$ cat config.mk
export PLATFORM = sky130hd
export DESIGN_NAME = keymatrix_chord_scan
export DESIGN_NICKNAME = d
export VERILOG_FILES = /design/src/rtl/kscan_pkg.sv /design/src/rtl/kscan_tick.sv /design/src/rtl/kscan_colscan.sv /design/src/rtl/kscan_qual.sv /design/src/rtl/keymatrix_chord_scan.sv
export SDC_FILE = /design/constraint.sdc
export NUM_CORES = 1
export LEC_CHECK = 0
export BUFFER_PORTS_ARGS = -buffer_cell sky130_fd_sc_hd__buf_2
export CORE_AREA = 2 2 143 145
export DETAILED_ROUTE_END_ITERATION = 7
export DIE_AREA = 0 0 145 147
export MAX_ROUTING_LAYER = met4
export PLACE_DENSITY = 0.72
export SLEW_MARGIN = 15
export SYNTH_ARGS = -nofsm -noshare
export SYNTH_HDL_FRONTEND = slang
export SYNTH_SLANG_ARGS = --single-unit
$ cat constraint.sdc
create_clock -name clk -period 9.3 [get_ports clk]
set_input_delay 0.93 -clock clk [delete_from_list [all_inputs] [get_ports clk]]
set_output_delay 0.93 -clock clk [all_outputs]
set_load 0.005 [all_outputs]
$ cat src/rtl/kscan_pkg.sv
package kscan_pkg;
  localparam int NCOL    = 8;
  localparam int NROW    = 8;
  localparam int NKEY    = NCOL * NROW;
  localparam int KIDX_W  = $clog2(NKEY);
  localparam int COL_W   = $clog2(NCOL);
  localparam int CODE_W  = 7;
  // head key of the chord group: column 5, row 0; partners are rows 1..3
  localparam logic [KIDX_W-1:0] CHORD_HEAD = KIDX_W'(5 * NROW);
  localparam int NPARTNER = 3;

  typedef enum logic [2:0] {
    Q_IDLE, Q_QUAL, Q_HELD, Q_CHORD, Q_LOCK, Q_REJ
  } qstate_e;

  // physical index = column*NROW + row ; code = {row>=4, 0, column, row mod 4}
  function automatic logic [CODE_W-1:0] phys_code(input logic [KIDX_W-1:0] p);
    logic [2:0] r;
    logic [2:0] c;
    r = p[2:0];
    c = p[5:3];
    return {r[2], 1'b0, c, r[1:0]};
  endfunction

  function automatic logic [1:0] key_count(input logic [NKEY-1:0] s);
    int n;
    n = 0;
    for (int i = 0; i < NKEY; i++) n += int'(s[i]);
    return (n > 3) ? 2'd3 : 2'(n);
  endfunction

  function automatic logic [KIDX_W-1:0] low_key(input logic [NKEY-1:0] s);
    logic [KIDX_W-1:0] r;
    r = '0;
    for (int i = NKEY - 1; i >= 0; i--) if (s[i]) r = KIDX_W'(i);
    return r;
  endfunction

  function automatic logic [KIDX_W-1:0] high_key(input logic [NKEY-1:0] s);
    logic [KIDX_W-1:0] r;
    r = '0;
    for (int i = 0; i < NKEY; i++) if (s[i]) r = KIDX_W'(i);
    return r;
  endfunction

  function automatic logic is_partner(input logic [KIDX_W-1:0] k);
    return (k > CHORD_HEAD) && (k <= CHORD_HEAD + KIDX_W'(NPARTNER));
  endfunction
endpackage

$ cat src/rtl/kscan_tick.sv
module kscan_tick #(
  parameter int TICK_DIV = 1000
) (
  input  logic clk,
  input  logic rst_n,
  input  logic en,
  output logic tick
);
  localparam int CW = (TICK_DIV > 1) ? $clog2(TICK_DIV) : 1;

  logic [CW-1:0] cnt;

  assign tick = en && (cnt == CW'(TICK_DIV - 1));

  always_ff @(posedge clk) begin
    if (!rst_n)             cnt <= '0;
    else if (!en || tick)   cnt <= '0;
    else                    cnt <= cnt + 1'b1;
  end

  generate
    if (TICK_DIV > 1) begin : g_spacing
      // ticks never come back to back when the divider exceeds one
      assert_tick_spacing_R1: assert property (@(posedge clk) disable iff (!rst_n)
        tick |=> !tick);
    end
  endgenerate
endmodule

$ cat src/rtl/kscan_colscan.sv
module kscan_colscan
  import kscan_pkg::*;
#(
  parameter int TICK_DIV  = 1000,
  parameter int COL_TICKS = 125
) (
  input  logic            clk,
  input  logic            rst_n,
  input  logic [NROW-1:0] row_in,
  output logic [NCOL-1:0] col_drive,
  output logic            scan_done,
  output logic [NKEY-1:0] snapshot
);
  localparam int TW = (COL_TICKS > 1) ? $clog2(COL_TICKS) : 1;

  logic            halted;
  logic [COL_W-1:0] col;
  logic [TW-1:0]   tcnt;
  logic [NKEY-1:0] acc;
  logic [NKEY-1:0] merged;
  logic            tick;
  logic            col_end;
  logic            last_col;

  kscan_tick #(.TICK_DIV(TICK_DIV)) u_tick (
    .clk  (clk),
    .rst_n(rst_n),
    .en   (!halted),
    .tick (tick)
  );

  assign col_end  = tick && (tcnt == TW'(COL_TICKS - 1));
  assign last_col = (col == COL_W'(NCOL - 1));

  always_comb begin
    merged = acc;
    merged[int'(col) * NROW +: NROW] = row_in;
  end

  always_ff @(posedge clk) begin
    if (!rst_n) begin
      halted    <= 1'b1;
      col       <= '0;
      tcnt      <= '0;
      acc       <= '0;
      scan_done <= 1'b0;
      snapshot  <= '0;
    end else begin
      scan_done <= 1'b0;
      if (halted) begin
        if (|row_in) begin
          halted <= 1'b0;
          col    <= '0;
          tcnt   <= '0;
        end
      end else if (col_end) begin
        tcnt <= '0;
        acc  <= merged;
        if (last_col) begin
          scan_done <= 1'b1;
          snapshot  <= merged;
          col       <= '0;
          halted    <= (merged == '0);
        end else begin
          col <= col + 1'b1;
        end
      end else if (tick) begin
        tcnt <= tcnt + 1'b1;
      end
    end
  end

  generate
    for (genvar g = 0; g < NCOL; g++) begin : g_drv
      assign col_drive[g] = halted || (col == COL_W'(g));
    end
  endgenerate

  // drive is one column or, when halted, all of them
  assert_drive_shape_R1: assert property (@(posedge clk) disable iff (!rst_n)
    $onehot(col_drive) || (&col_drive));
  // a row seen while halted starts scanning at column 0
  assert_wake_R2: assert property (@(posedge clk) disable iff (!rst_n)
    ((&col_drive) && (|row_in)) |=> (col_drive == NCOL'(1)));
  // an empty pass leaves the scanner halted
  assert_sleep_R2: assert property (@(posedge clk) disable iff (!rst_n)
    (scan_done && (snapshot == '0)) |-> (&col_drive));
endmodule

$ cat src/rtl/kscan_qual.sv
module kscan_qual
  import kscan_pkg::*;
#(
  parameter int START_SCANS = 4,
  parameter int CHORD_SCANS = 13
) (
  input  logic            clk,
  input  logic            rst_n,
  input  logic            scan_done,
  input  logic [NKEY-1:0] snapshot,
  input  logic            cfg_msb,
  output logic            key_req,
  output logic [7:0]      key_code,
  output logic            key_hold
);
  localparam int MAXV  = (START_SCANS > CHORD_SCANS) ? START_SCANS : CHORD_SCANS;
  localparam int AGE_W = $clog2(MAXV + 2);
  localparam logic [AGE_W-1:0] START_V = AGE_W'(START_SCANS);
  localparam logic [AGE_W-1:0] CHORD_V = AGE_W'(CHORD_SCANS);

  qstate_e           st;
  logic [KIDX_W-1:0] key;
  logic [KIDX_W-1:0] sec;
  logic [AGE_W-1:0]  age;
  logic [AGE_W-1:0]  age_inc;
  logic [1:0]        cnt;
  logic [KIDX_W-1:0] lo;
  logic [KIDX_W-1:0] hi;
  logic              alone;
  logic              chord_pair;

  assign cnt        = key_count(snapshot);
  assign lo         = low_key(snapshot);
  assign hi         = high_key(snapshot);
  assign alone      = (cnt == 2'd1) && (lo == key);
  assign chord_pair = (cnt == 2'd2) && (key == CHORD_HEAD) && (lo == CHORD_HEAD) && is_partner(hi);
  assign age_inc    = age + 1'b1;

  always_ff @(posedge clk) begin
    if (!rst_n) begin
      st       <= Q_IDLE;
      key      <= '0;
      sec      <= '0;
      age      <= '0;
      key_req  <= 1'b0;
      key_code <= '0;
    end else begin
      key_req <= 1'b0;
      if (scan_done) begin
        case (st)
          Q_IDLE: begin
            if (cnt == 2'd1) begin
              st  <= Q_QUAL;
              key <= lo;
              age <= AGE_W'(1);
            end else if (cnt != 2'd0) begin
              st <= Q_REJ;
            end
          end
          Q_QUAL: begin
            if (cnt == 2'd0) st <= Q_IDLE;
            else if (alone) begin
              age <= age_inc;
              if (age_inc == START_V) begin
                st       <= Q_HELD;
                key_req  <= 1'b1;
                key_code <= {cfg_msb, phys_code(key)};
              end
            end else st <= Q_REJ;
          end
          Q_HELD: begin
            if (cnt == 2'd0) st <= Q_IDLE;
            else if (alone) begin
              if (age < CHORD_V) age <= age_inc;
            end else if (chord_pair && (age >= CHORD_V)) begin
              st  <= Q_CHORD;
              sec <= hi;
              age <= AGE_W'(1);
            end else st <= Q_LOCK;
          end
          Q_CHORD: begin
            if (cnt == 2'd0) st <= Q_IDLE;
            else if (chord_pair && (hi == sec)) begin
              age <= age_inc;
              if (age_inc == START_V) begin
                st       <= Q_LOCK;
                key_req  <= 1'b1;
                key_code <= {cfg_msb, phys_code(sec) | 7'h20};
              end
            end else st <= Q_LOCK;
          end
          default: begin
            if (cnt == 2'd0) st <= Q_IDLE;
          end
        endcase
      end
    end
  end

  assign key_hold = (st == Q_HELD) || (st == Q_CHORD) || (st == Q_LOCK);

  // a request lasts one clock
  assert_req_single_R5: assert property (@(posedge clk) disable iff (!rst_n)
    key_req |=> !key_req);
  // the hold flag is up together with the request
  assert_req_with_hold_R5: assert property (@(posedge clk) disable iff (!rst_n)
    key_req |-> key_hold);
  // requests only follow a finished pass
  assert_req_on_scan_R3: assert property (@(posedge clk) disable iff (!rst_n)
    key_req |-> $past(scan_done));
  // top code bit follows the configuration pin
  assert_msb_R10: assert property (@(posedge clk) disable iff (!rst_n)
    key_req |-> (key_code[7] == $past(cfg_msb)));
  // an empty pass clears the hold flag
  assert_release_R6: assert property (@(posedge clk) disable iff (!rst_n)
    (scan_done && (snapshot == '0)) |=> (!key_hold && !key_req));
  // the chord flag only comes out of chord qualification
  assert_chord_flag_R8: assert property (@(posedge clk) disable iff (!rst_n)
    (key_req && key_code[5]) |-> ($past(st) == Q_CHORD));
  // a multi-key pass before acceptance never produces a request
  assert_multi_quiet_R7: assert property (@(posedge clk) disable iff (!rst_n)
    (scan_done && (cnt >= 2'd2) && ((st == Q_IDLE) || (st == Q_QUAL))) |=> !key_req);
endmodule

$ cat src/rtl/keymatrix_chord_scan.sv
module keymatrix_chord_scan
  import kscan_pkg::*;
#(
  parameter int TICK_DIV    = 1000,
  parameter int COL_TICKS   = 125,
  parameter int START_SCANS = 4,
  parameter int CHORD_SCANS = 13
) (
  input  logic       clk,
  input  logic       rst_n,
  input  logic [7:0] row_in,
  input  logic       cfg_msb,
  output logic [7:0] col_drive,
  output logic       key_req,
  output logic [7:0] key_code,
  output logic       key_hold
);
  logic            scan_done;
  logic [NKEY-1:0] snapshot;

  kscan_colscan #(
    .TICK_DIV (TICK_DIV),
    .COL_TICKS(COL_TICKS)
  ) u_scan (
    .clk      (clk),
    .rst_n    (rst_n),
    .row_in   (row_in),
    .col_drive(col_drive),
    .scan_done(scan_done),
    .snapshot (snapshot)
  );

  kscan_qual #(
    .START_SCANS(START_SCANS),
    .CHORD_SCANS(CHORD_SCANS)
  ) u_qual (
    .clk      (clk),
    .rst_n    (rst_n),
    .scan_done(scan_done),
    .snapshot (snapshot),
    .cfg_msb  (cfg_msb),
    .key_req  (key_req),
    .key_code (key_code),
    .key_hold (key_hold)
  );
endmodule

Word level (Yosys, flattened, before mapping)
Cells that the tools add are included.
{ "totals": {"register_bits": 178, "latch_bits": 0, "ram_bits": 0, "romBits": 0, "out_inout_bits": 18, "mem_count": 0} }
{ "op_classes": {"add_sub_neg": 68, "n_mul": 0, "div": 0, "magnitude_cmp": 5, "n_eq_ne": 35, "n_shift": 2, "n_mux": 178, "bitwise_logic": 5, "reduce_logical": 44} }
{ "ops": {"columns": ["cell", "n"], "rows": [
  ["$add A32 B2 Y32", 62],
  ["$mux W6", 96],
  ["$mux W5", 16],
  ["$mux W4", 17],
  ["$bwmux W64", 1],
  ["$logic_not A64 Y1", 1],
  ["$shift A8 B33 Y64 const A", 1],
  ["$shiftx A8 B33 Y64", 1],
  ["$mux W3", 20],
  ["$mux W8", 6],
  ["$neg A6 Y33", 1],
  ["$gt A32 B3 Y1 const B", 1],
  ["$mux W7", 4],
  ["$pmux W4 S4", 1],
  ["$pmux W8 S2", 1],
  ["$eq A3 B3 Y1 const B", 5],
  ["$eq A3 B2 Y1 const B", 4],
  ["$eq A6 B6 Y1", 2],
  ["$eq A6 B6 Y1 const B", 2],
  ["$pmux W3 S4", 1],
  ["$logic_or A1 B1 Y1", 11],
  ["$mux W1", 11],
  ["$add A10 B1 Y10 const B", 1],
  ["$eq A10 B10 Y1 const B", 1],
  ["other kinds (39)", 70]
]} }

Depth between registers and ports, before layout
Gate-level depths: netlist (run 1).
{ "depth": {"depth_word": 74, "depth_mapped": 28, "depth_no_buf": 26} }

Hierarchy
A second synthesis (run 1) with hierarchy kept.
{ "unflattened": {"hier_cells": 1489, "area_unflattened_um2": 12191.7} }
{ "by_module_without_submodules": {"columns": ["mod", "n_inst", "cells_per_inst", "area_each_um2", "seq_area_each_um2"], "rows": [
  ["kscan_colscan", 1, 817, 6661.4, 2802.7],
  ["kscan_qual", 1, 619, 5081.1, 560.5],
  ["kscan_tick", 1, 53, 449.2, 200.2]
]} }

Worst setup path after synthesis (run 1)
No wires, ideal clock.
{ "synth_timing": {"path_type": "reg-to-reg", "from": "reg u_scan.snapshot[38]", "to": "reg u_qual.age[3]", "setup_time_ps": 117, "arrival_time_ps": 7587, "required_time_ps": 9183, "slack_ps": 1595, "stages_incl_launch_ff": 27, "path_cell_list": "dfxtp_1 > clkbuf_1 > inv_1 > fa_1 > inv_1 > fa_1 > fa_1 > inv_1 > fa_1 > inv_1 > fa_1 > fa_1 > inv_1 > fa_1 > fa_1 > fa_1 > fa_1 > nor2_1 > a31oi_1 > nor4b_1 > nand2_1 > a2111oi_1 > o2111ai_1 > or4_1 > o21ai_2 > nand3_1 > a32o_1"} }
{ "synth_between": {"elab_chain_cells": 45, "elab_cells_between_ends": 120, "cone_classes": "add/sub: 26; order compare: 3; eq/ne: 13; mux: 69; reduce/logical: 9"} }
{ "synth_rtl": {"columns": ["item", "line_no", "text"], "rows": [
  ["from (decl)", "kscan_colscan.sv:12", "output logic [NKEY-1:0] snapshot"],
  ["from (signal assigned)", "kscan_colscan.sv:61", "snapshot <= merged;"],
  ["parallel branches: the longest is 45 deep, another holds $add A32 B2 Y32", null, null],
  ["to (signal assigned)", "kscan_qual.sv:63", "age <= age_inc;"],
  ["to (signal assigned)", "kscan_qual.sv:74", "if (age < CHORD_V) age <= age_inc;"],
  ["to (signal assigned)", "kscan_qual.sv:84", "age <= age_inc;"],
  ["to (decl)", "kscan_qual.sv:24", "logic [AGE_W-1:0] age;"]
]} }
Parallel ways; which one is timed is not known. The select of a mux whose other input is x is not followed.
A chain may end at the register's enable or synchronous reset.

Worst setup path in the final report (run 1)
{ "layout_timing": {"from": "reg u_scan.snapshot[0]", "to": "reg u_qual.key_code[7]"} }
{ "layout_between": {"elab_chain_cells": 72, "elab_cells_between_ends": 81, "cone_classes": "add/sub: 63; order compare: 1; eq/ne: 8; mux: 2; reduce/logical: 7"} }
{ "layout_rtl": {"columns": ["item", "line_no", "text"], "rows": [
  ["$add A1 B1 Y2", "kscan_pkg.sv:28", "for (int i = 0; i < NKEY; i++) n += int'(s[i]);"],
  ["$add A32 B2 Y32 (62 in series)", "kscan_pkg.sv:28", null],
  ["$gt A32 B3 Y1", "kscan_pkg.sv:29", "return (n > 3) ? 2'd3 : 2'(n);"],
  ["$mux W2", "kscan_pkg.sv:29", null],
  ["$eq A2 B2 Y1", "kscan_qual.sv:36", "assign chord_pair = (cnt == 2'd2) && (key == CHORD_HEAD) && (lo == CHORD_HEAD) && is_partner(hi);"],
  ["$logic_and A1 B1 Y1 (3 in series)", "kscan_qual.sv:36", null],
  ["$logic_and A1 B1 Y1", "kscan_qual.sv:83", "else if (chord_pair && (hi == sec)) begin"],
  ["$ne A2 B1 Y1 (no source line)", null, null],
  ["$reduce_and A8 Y1 (no source line) *", null, null],
  ["to (signal assigned)", "kscan_qual.sv:67", "key_code <= {cfg_msb, phys_code(key)};"],
  ["to (signal assigned)", "kscan_qual.sv:88", "key_code <= {cfg_msb, phys_code(sec) | 7'h20};"],
  ["to (decl)", "kscan_qual.sv:13", "output logic [7:0] key_code,"]
]} }
Mark *: on every way between the ends. The rest lies on a longest branch, timed or not.

==> results.txt, run 1 <==
- Clock network latency to the later pin of the worst-skew pair: ~440 ps
* Vias/cell: ~6.2
- The die covers ~21000 um^2.
- Combined global-route utilization of all metal layers: between 30% and 40%
- Iteration-0 DRC Markers: a little over 1000
- Before antenna repair, the detailed router went through 5 iterations.
* Placeable core region: ~20000 um^2
- Measured against the total synthesized area, the mux share comes to roughly 4.3%.
- Synthesized-area fraction occupied by ao, oa, aoi and oai cells: roughly a fifth
- The synthesized design contains approximately 180 register bits.
* Overall overflow remaining after global route: 0
- Diode insertion count for antenna repair: 0
- The initial antenna violation count is 0.
- Library cell occupying the most area in the post-synthesis netlist: dfxtp_1
* Net count, final: 1549
- Sequential cell area: between 3000 and 4000 um^2
- Initial core utilization: between 50% and 60%
- CP endpoint kind: flip-flop
* Layout fillers: roughly 1800
* Synth-to-layout area growth: 7.36%
- Largest cells by area after synthesis: dfxtp_1, fa_1, nor2_1
* Vias in the first global route: roughly 9900
* Number of unique standard cell types used by synthesis: between 70 and 80
- Worst-path clk slew: 80 ps
* Clk sinks: roughly 180
- Crit path top cell by count: fa_1
* Portion of the post-synthesis area used by sequential elements: 30.7%
* Synthesized instance count: between 1000 and 1500
- The HPWL after detailed placement is about 25000 um.
- The worst pin sits at a relative slew slack of between 20% and 30%.
- Summing the areas of all and, or, nand and nor instances in the mapped netlist gives 25.5% of the synthesized area.
- The clock passes through at most 2 buffers.
* I/O pins: 29
- Entering global routing, the biggest net connects 105 pins.
- Setup violations remaining at the end of the flow were counted as 0.
* Buffers added on ports: 28
- In this run the remaining antenna-violating nets after routing total 0.
* CTS root buffer: clkbuf_16
- Of the total synthesized cell area, the portion taken by full adders, half adders and majority gates is 12.5%.
- Hold bufs inserted after CTS: 0
- Averaged over all synthesized cells, the footprint is approximately 8 um^2.
- Post-cts repair resize count: 0
- For this design, the slowest cell found on the critical path is a211oi_4.
- For this run, the leading register cell type out of synthesis is dfxtp_1.
- After detailed routing, the average wire length per cell comes to 19.3 um.
- First-pass GRT wire length: 53500 um
- Unrepaired setup endpoints after global routing: false
* Total nets after synthesis: 1579
- After detailed routing, the total wire length is around 34000 um.
* Warnings from Yosys: 0
* Proportion of register bits with asynchronous set or reset after synthesis: 0%
* Leakage: roughly 4.6 nW
- Final hold vios: 0
- Largest stage delay on the critical path: 620 ps
- WP data arrival: just under 9000 ps
- Area of the multi-input gates: between 7000 and 8000 um^2
- Max-cap violations: 0
- STA puts the critical path data required time at 9600 ps.
* Die width: approximately 150 um
- Summed negative setup slack over all endpoints: 0 ps
- Worst setup SP type: flip-flop
- After detailed routing, the number of remaining DRC violations is 0.
- Result of the run: complete, no violations
* Class of the worst hold path: flip-flop to flip-flop
* Post-CTS setup buffer count: 0
* Final critical-path required period: 8450 ps
* Xor and xnor fraction of the mapped netlist area: less than 1%
- CTS H-Tree Depth: 4
* Post-synth EDFFs: 0
* Inserted Clock Buffers: 17
- The worst-case IR drop observed on VDD is 128 uV.
- Worst-path fanout max: 15
* Dominant combinational cell family by area after synthesis: simple AND/OR/NAND/NOR gates
* Max-slew violation total from the final report: 0
- For this block, the via count after detailed routing is ~11000.
* Share of cells above drive strength 1: under 10%
- TritonCTS built the clock tree.
* F_max: 118 MHz
* Post-Synthesis Cell Area: roughly 12000 um^2
- In the finished design, the share of the clock period the worst path needs comes to 90.9%.
- Vertical extent of the die: 147 um
* PnR Total Power: 0.00153 W
- At the end of routability-driven placement, the weighted congestion stood at about 0.99.
- Power Dens Cells: between 100 and 150 nW/um^2
* Least-Margin Pin Slew: ~1100 ps
- Traced cell by cell, the critical path runs through ha_1 > inv_1 > fa_1 > inv_1 > fa_1 > fa_1 > fa_1 > fa_1 > fa_1 > inv_1 > fa_1 > fa_1 > fa_1 > fa_1 > nor2_1 > a31oi_1 > nor4b_1 > nor4bb_1 > o2111ai_1 > or4b_4 > a211oi_4 > mux2i_1 > nor2_1.
- The tightest hold path in the finished design has a slack of ~460 ps.
- Number of cell rows: 52
* Largest clock skew in the final design: 17.9 ps
* Crit path kind: flip-flop to flip-flop
- Share of the synthesized area in the top cell type: 30.7%
[per-stage QoR]
| stage | setup WS [ps] | instances | area, um^2 | utilization, % |
|---|---|---|---|---|
| global placement | 997 | 1705 | 11900 | 59.8 |
| global route | 265 | 1737 | 12500 | 62.8 |
| CTS | 791 | 1737 | 12500 | 62.8 |
| finish | 849 | 1737 | 12500 | 62.8 |
| detailed placement | 862 | 1705 | 11900 | 59.8 |
| floorplan | 1600 | 1484 | 11600 | - |
[cell usage in the layout (no fill, tap or decap), types with 8 or more instances in the layout]
| cell | Yosys | layout |
|---|---|---|
| mux2i_1 | 46 | 46 |
| nand2_1 | 192 | 192 |
| nor2_1 | 207 | 207 |
| nor4_1 | 35 | 33 |
| a311oi_1 | 31 | 31 |
| o21ai_0 | 39 | 39 |
| a21oi_1 | 118 | 118 |
| a31oi_1 | 8 | 8 |
| clkbuf_16 | 0 | 17 |
| nand2b_1 | 12 | 12 |
| a211oi_1 | 41 | 41 |
| nor3_1 | 60 | 58 |
| o211ai_1 | 9 | 9 |
| inv_1 | 97 | 97 |
| o2111ai_1 | 8 | 8 |
| o31ai_1 | 8 | 8 |
| dfxtp_1 | 178 | 178 |
| nand4_1 | 16 | 16 |
| a21o_1 | 9 | 9 |
| buf_2 | 3 | 28 |
| nand3_1 | 36 | 36 |
| or3_1 | 11 | 11 |
| or4_1 | 21 | 21 |
| fa_1 | 54 | 54 |
| ha_1 | 30 | 30 |
| buf_4 | 0 | 12 |
[state kept, by name, summed over array words and instances, names as in the netlist]
| register | count |
|---|---|
| u_qual.sec | 6 |
| u_qual.key | 6 |
| u_scan.halted | 1 |
| u_qual.age | 4 |
| u_scan.col | 3 |
| u_qual.st | 3 |
| u_scan.u_tick.cnt | 10 |
| u_scan.scan_done | 1 |
| u_qual.key_code | 8 |
| u_scan.tcnt | 7 |
| u_scan.acc | 64 |
| u_scan.snapshot | 64 |
| u_qual.key_req | 1 |
[critical path: cells and delay by family (launching register included)]
kind / cells / cell delay (ps)
adder cells (fa/ha/maj): 11 / 4870
AND/OR/NAND/NOR: 5 / 1570
buffers and inverters: 3 / 230
AO/OA/AOI/OAI: 3 / 870
multiplexers: 1 / 260
flip-flops: 1 / 530
[synthesized netlist by cell type (9+ instances only)]
master / count
nor2_1: 207
nand2_1: 192
dfxtp_1: 178
a21oi_1: 118
inv_1: 97
clkbuf_1: 77
nor3_1: 60
fa_1: 54
mux2i_1: 46
a211oi_1: 41
o21ai_0: 39
nand3_1: 36
nor4_1: 35
a311oi_1: 31
ha_1: 30
or4_1: 21
nand4_1: 16
nand2b_1: 12
or3_1: 11
a21o_1: 9
o211ai_1: 9
[cells by family (layout without fill, tap and decap cells)]
kind of cell | Yosys count | in the layout
muxes | 49 | 49
AOI/OAI and AO/OA | 340 | 340
buffers and inverters | 187 | 170
adders and majority gates | 84 | 84
DFF | 178 | 178
xor gates and xnor gates | 11 | 11
and+or+nand+nor | 635 | 635
[power breakdown]
part,internal [W],switching [W],leakage [nW],total [W]
sequential,0.000762,0.00000174,1.43,0.000764
combinational,0.00000877,0.0000338,2.90,0.0000426
clock,0.000366,0.000361,0.296,0.000727
total,0.00114,0.000397,4.63,0.00153
[layout make-up]
type	count	area share (%)
sequential	178	28.6
multi-input combinational	1119	59.0
tap	270	2.71
inverter	98	2.97
clock buffer	17	3.41
clock inverter	15	1.44
timing repair buffer	40	1.85
[per-layer routing]
layer,vias to the layer above,global-route usage (%),part of all wire [%]
li1,5230,-,-
met1,5033,45.5,45
met2,464,49.1,44
met3,69,3.98,7.3
met4,0,11.8,3.2
met5,-,-,0
[final timing paths]
| path | cells past startpoint | endpoint | from | slack (ps) |
|---|---|---|---|---|
| hold reg to reg | 2 | u_scan.acc[63] | u_scan.acc[63] | 460 |
| setup / recovery | 23 | u_qual.key_code[7] | u_scan.snapshot[0] | 850 |
| hold / removal | 2 | u_scan.acc[63] | u_scan.acc[63] | 460 |
| setup reg to reg | 23 | u_qual.key_code[7] | u_scan.snapshot[0] | 850 |
Note: power is estimated with default switching activity, not from simulation.
==> run 2: changes to the inputs <==
--- a/config.mk
+++ b/config.mk
@@ -5,7 +5,7 @@
 export SDC_FILE = /design/constraint.sdc
 export NUM_CORES = 1
 export LEC_CHECK = 0
-export BUFFER_PORTS_ARGS = -buffer_cell sky130_fd_sc_hd__buf_2
+export BUFFER_PORTS_ARGS = -buffer_cell sky130_fd_sc_hd__buf_4
 export CORE_AREA = 2 2 143 145
 export DETAILED_ROUTE_END_ITERATION = 7
 export DIE_AREA = 0 0 145 147
==> constraint.sdc (replaced) <==
create_clock -name clk -period 8.8 [get_ports clk]
set_input_delay 0.88 -clock clk [delete_from_list [all_inputs] [get_ports clk]]
set_output_delay 0.88 -clock clk [all_outputs]
set_load 0.005 [all_outputs]
==> results.txt, run 2 (synthesized netlist as in run 1, its figures left out) <==
- Cell area after layout: between 10000 and 15000 um^2
* F_max: 122 MHz
* Final hold vios: 0
- Clock skew on the completed layout was measured at about 19 ps.
- The net count of the finished layout is 1560.
- Along the worst hold path, the cell count comes to 1.
- The floorplan step set the die width to around 150 um.
- On the critical path the largest part of the delay comes from adder cells.
* Maximum vdd ir drop: between 100 and 150 uV
- The critical path is of the flip-flop to flip-flop type.
- The worst hold path terminates at u_scan.u_tick.cnt[0].
- Buffers added on ports: 28
- The flow ran to the end, and the final reports show no timing, DRC or antenna violations.
- Critical Path, Cell by Cell: ha_1 > inv_1 > fa_1 > inv_1 > fa_1 > fa_1 > fa_1 > fa_1 > fa_1 > inv_1 > fa_1 > fa_1 > fa_1 > fa_1 > nor2_1 > a31oi_1 > nor4b_2 > nand2_1 > a2111oi_1 > o2111ai_1 > or4_1 > o21ai_2 > nand3_1 > a32o_1
- Setup slack of the most critical reg-to-reg path: around 620 ps
- The H-tree was split into 4 levels.
* Number of cell rows: 52
- Leaving out filler cells and counting taps, the final layout contains approximately 1700.
- Of the available clock period, the critical path in the final layout requires around 93%.
- The clock reaches the later pin of the worst-skew pair after approximately 450 ps.
* Class of the worst hold path: flip-flop to flip-flop
- For this run the aggregate overflow at the end of global routing stands at 0.
* Leakage: 4.71 nW
* Dpl hpwl: approximately 25000 um
- Layout fillers: roughly 1800
- I/O pins: 29
* CP endpoint kind: flip-flop
* Final routed wire length divided by cell count: 19.3 um
- Summing all placed instances gives a cell area of around 12000 um^2.
* Antenna violations before repair: 0
- In this run the power density over the cells is 128 nW/um^2.
- Combined global-route utilization of all metal layers: around 32%
- Worst setup SP type: flip-flop
* Summed negative setup slack over all endpoints: 0 ps
* Post-route setup slack: about 620 ps
- First-pass GRT wire length: roughly 54000 um
* Worst hold start: u_scan.u_tick.cnt[0]
- Largest stage delay on the critical path: around 560 ps
- The endpoint identified for the worst register-to-register timing path is u_qual.age[3].
* Placed Cells: 1715
* DR DRC count: 0
- Inserted Clock Buffers: 17
- The detailed router finished its first iteration with roughly 1100 violations.
- Vias in the first global route: around 10000
* Most used cells in the layout excluding fill and tap cells: nor2_1, nand2_1, dfxtp_1, a21oi_1, inv_1
- Sequential cell area: about 3600 um^2
* CP max-delay cell: or4_1
- Pre-antenna DRT Iters: 6
- Prior to clock tree synthesis, the placed netlist has a worst setup slack of 350 ps.
* Maximum number of pins on one net before global-route repair: slightly above 90
- Dividing the detail-routed via count by the number of cells gives 6.18.
- Vias: roughly 11000
* Vertical extent of the die: ~150 um
- In the final layout, the registers with the most flip-flops are u_scan.acc: 64 flops, u_scan.snapshot: 64 flops, u_scan.u_tick.cnt: 10 flops.
- Worst slew margin: ~30%
* Diode insertion count for antenna repair: 0
* Most common cell after layout, fill and taps aside: nor2_1
- Least-Margin Pin Slew: about 1000 ps
- Cells with a size suffix above 1 make up under 10% of the layout.
- Data on the critical path is required at its endpoint by 9140 ps.
- Final critical-path required period: 8180 ps
- Across the run, the number of max-cap violations was 0.
* Worst path bufs/invs: 3
- Reg2reg start: u_scan.snapshot[0]
- In this run the standard cell core region covers roughly 20000 um^2.
* GP Congestion: 1.01
- In this run the worst path has a maximum fanout of 11.
- Count of cells along the worst register-to-register path: 24
- The critical path runs through a total of 24 cells.
- Synth-to-layout area growth: 8.68%
- Initial core utilization: 58.5%
* Unrepaired setup endpoints after global routing: false
- PnR Total Power: 0.00161 W
- CTS placed an instance of clkbuf_16 at the clock tree root.
* CTS tree: done
- WP data arrival: 8520 ps
- Wires add up to ~34000 um.
* Area of the multi-input gates: between 7000 and 8000 um^2
- Clk sinks: ~180
* Crit path top cell by count: fa_1
- Max-slew violation total from the final report: 0
- Hold bufs inserted after CTS: 0
- Buffer levels on the longest clock path: 2
- Antenna violation net count after detailed routing: 0
- Full die area: 21300 um^2
- Worst-path clk slew: ~80 ps
- Setup-failing EPs final: 0
==> run 2: final cells by class <==
cell class	instances	share of cell area (%)
well taps	270	2.68
flip-flops and latches	178	28.2
inverters	98	2.93
clock inverters	15	1.29
clock buffers	17	3.37
multi-input cells	1119	58.4
repair buffers	51	3.13
==> run 2: metrics by stage <==
step / util, % / hold WS [ps]
floorplan: - / 426
global placement: 60.5 / 446
detailed placement: 60.5 / 452
CTS: 63.5 / 466
global route: 63.6 / 483
finish: 63.6 / 469
==> run 2: power by group <==
group	total (W)	switching, W	internal [W]
sequential	0.000807	0.00000177	0.000806
clock	0.000755	0.000373	0.000382
combinational	0.0000479	0.0000359	0.0000120
==> run 2: how the worst max path moves through the flow <==
stage	from	end	slack [ps]
6_report	u_scan.snapshot[0]	u_qual.age[3]	620
5_1_grt	u_scan.snapshot[0]	u_qual.age[3]	80
4_1_cts	u_scan.snapshot[0]	u_qual.key_code[7]	330
3_5_place_dp	u_scan.snapshot[0]	u_qual.key_code[7]	350
3_3_place_gp	u_scan.snapshot[0]	u_qual.key_code[7]	510
2_1_floorplan	u_scan.snapshot[38]	u_qual.age[3]	1100
==> run 2: worst register-to-register path: cells and delay by family (launching register included) <==
family	cells	cell delay [ps]
compound gates	5	1190
simple gates	5	1220
flops	1	510
fa+ha+maj	11	4950
buf+inv	3	210
==> run 2: repair_timing <==
action,4_1_cts,5_1_grt
setup buffers,0,1
resized for setup,0,2
hold endpoints to repair,0,0
endpoints found under the setup margin,0,11
==> run 2: layer usage <==
layer | wire [um] | share of wire, % | GRT usage [%] | vias up
met5 | 0 | 0 | - | -
met4 | 908 | 2.7 | 10.8 | 0
met3 | 2360 | 7.0 | 4.07 | 63
met2 | 15000 | 44 | 48.8 | 459
met1 | 15500 | 46 | 45.7 | 5021
li1 | - | - | - | 5253
==> run 3: changes to the inputs <==
--- a/config.mk
+++ b/config.mk
@@ -6,9 +6,9 @@
 export NUM_CORES = 1
 export LEC_CHECK = 0
 export BUFFER_PORTS_ARGS = -buffer_cell sky130_fd_sc_hd__buf_4
-export CORE_AREA = 2 2 143 145
+export CORE_AREA = 2 2 164 126
 export DETAILED_ROUTE_END_ITERATION = 7
-export DIE_AREA = 0 0 145 147
+export DIE_AREA = 0 0 166 128
 export MAX_ROUTING_LAYER = met4
 export PLACE_DENSITY = 0.72
 export SLEW_MARGIN = 15
==> results.txt, run 3 (synthesized netlist as in run 1, its figures left out) <==
- The run finished with clean final reports.
- Final Hold Slack: approximately 470 ps
- Iteration-0 DRC Markers: between 1500 and 2000
- Largest stage delay on the critical path: between 500 and 600 ps
* Final critical-path required period: approximately 8300 ps
- In the routed layout, each cell is associated on average with a via count of 6.46.
- The first global-routing pass estimated approximately 55000 um of wire.
- Sequential cell area: 3560 um^2
* Unrepaired setup endpoints after global routing: false
* Share of cells above drive strength 1: 7.35%
* CP max-delay cell: or4_1
* Buffers added on ports: 28
* Clock network latency to the later pin of the worst-skew pair: 450 ps
- The H-tree generated during clock tree synthesis spans 4 levels.
- Leakage: about 4.7 nW
- STA classifies the critical path startpoint as a flip-flop.
- Most used cells in the layout excluding fill and tap cells: nor2_1, nand2_1, dfxtp_1, a21oi_1, inv_1
* Vertical extent of the die: roughly 130 um
* Maximum number of pins on one net before global-route repair: 90
- Max-slew violation total from the final report: 0
- Dpl cell area: roughly 12000 um^2
- Die width: roughly 170 um
- Buffers inserted to repair hold after CTS numbered 0.
- The number of buffers and inverters on the critical path is 3.
- STA puts the critical path data arrival time at 8660 ps.
- For this run, design rule violations remaining after detail routing come to 0.
- The count of cells in the finished layout, fillers not included, comes to 1727.
- For this design, the sink count on the clock tree is roughly 180.
- The signal on the critical path passes through ha_1 > inv_1 > fa_1 > inv_1 > fa_1 > fa_1 > fa_1 > fa_1 > fa_1 > inv_1 > fa_1 > fa_1 > fa_1 > fa_1 > nor2_1 > a31oi_1 > nor4b_1 > nand2_1 > a2111oi_1 > o2111ai_1 > or4_1 > o21ai_2 > nand3_1 > a32o_1.
- CTS tree: done
* CTS root buffer: clkbuf_16
- Crit path kind: flip-flop to flip-flop
* Final routed wire length divided by cell count: a little over 20 um
- Pre-antenna DRT Iters: 6
* Largest regs: u_scan.acc: 64 flops, u_scan.snapshot: 64 flops, u_scan.u_tick.cnt: 10 flops
- Net count, final: 1551
- Diode insertion count for antenna repair: 0
* Combined global-route utilization of all metal layers: roughly a third
- STA classifies the critical path endpoint as a flip-flop.
- Placed Cells: ~1700
- STA puts the critical path data required time at 9140 ps.
- GP Congestion: approximately 1.0
- Of all nets on the critical path, the largest fanout is 8.
* Vias in the first global route: 10044
- PnR Total Power: 0.00164 W
* Inserted Clock Buffers: 17
* F_max: 120 MHz
- Detailed placement finished with a half-perimeter wire length of 25800 um.
- The worst-case IR drop observed on VDD is 205 uV.
* Cell area after layout: ~13000 um^2
- Across all layers, the routed design uses between 10000 and 15000 vias.
* Setup-failing EPs final: 0
- The filler cells instantiated in the layout total ~1700.
* Antenna violations before repair: 0
* Largest clock skew in the final design: 18.9 ps
- The initial utilization of the core area, before any placement, comes to between 50% and 60%.
- After clock tree synthesis, the clock-pin slew on the worst setup and hold paths is 80 ps.
- Max-cap violations in this run came to 0.
* Power Dens Cells: 131 nW/um^2
* Overall overflow remaining after global route: 0
- The worst hold path belongs to the class flip-flop to flip-flop.
- Headroom to the max-slew limit came out at 23.3%.
* Synth-to-layout area growth: 8.05%
- Number of cell rows: 45
* Crit path max-delay family: adder cells
- Wires add up to around 35000 um.
* Crit path top cell by count: fa_1
- Buffer levels on the longest clock path: 2
- Area of the multi-input gates: roughly 7400 um^2
- Full die area: ~21000 um^2
- The final critical path takes up ~95% of the cycle.
- Once detail routing completed, the nets flagged for antenna violations numbered 0.
* Most common cell after layout, fill and taps aside: nor2_1
* Least-Margin Pin Slew: between 1000 and 1500 ps
* I/O pins: 29
- Summed negative setup slack over all endpoints: 0 ps
* Final hold vios: 0
- The core region is slightly below 20000 um^2.
-- run 3: worst paths after layout --
| kind | end | depth (start not counted) | startpoint | slack (ps) |
|---|---|---|---|---|
| min reg2reg | u_scan.acc[49] | 2 | u_scan.acc[49] | 470 |
| min | u_scan.acc[49] | 2 | u_scan.acc[49] | 470 |
| max reg2reg | u_qual.age[3] | 24 | u_scan.snapshot[1] | 480 |
| max | u_qual.age[3] | 24 | u_scan.snapshot[1] | 480 |
-- run 3: layout make-up --
type                       instances  share of cell area, %
clock buffer                      18                   3.50
clock inverter                    14                   1.30
inverter                          98                   2.95
multi-input combinational       1119                   58.7
sequential                       178                   28.4
tap                              258                   2.57
timing repair buffer              42                   2.61
-- run 3: where the power goes --
part | switching [W] | total, W | internal (W)
Sequential | 0.00000179 | 0.000807 | 0.000805
Combinational | 0.0000370 | 0.0000490 | 0.0000120
Clock | 0.000371 | 0.000785 | 0.000414
Total | 0.000409 | 0.00164 | 0.00123
-- run 3: stage by stage --
step           util (%)  setup slack [ps]
2_1_floorplan         -              1100
3_3_place_gp       60.3               540
3_5_place_dp       60.3               412
4_1_cts            63.4               366
5_1_grt            63.5              39.3
6_report           63.5               482
-- run 3: what timing repair did --
item                                    in CTS  in global routing
endpoints found under the setup margin       0                  6
resized for setup                            0                  1
endpoints found under the hold margin        0                  0
buffers inserted                             0                  1
-- run 3: metal layers --
layer	track usage [%]	routed length [um]	vias to the layer above
met5	-	0	-
met4	10.6	1030	0
met3	8.89	3840	77
met2	46.6	14200	562
met1	48.4	15800	5289
li1	-	-	5222
-- run 3: worst min-delay path: cells and delay by family, from the launching register on --
family | cells | cell delay, ps
flip-flops | 1 | 320
AO/OA/AOI/OAI | 1 | 50
AND/OR/NAND/NOR | 1 | 50
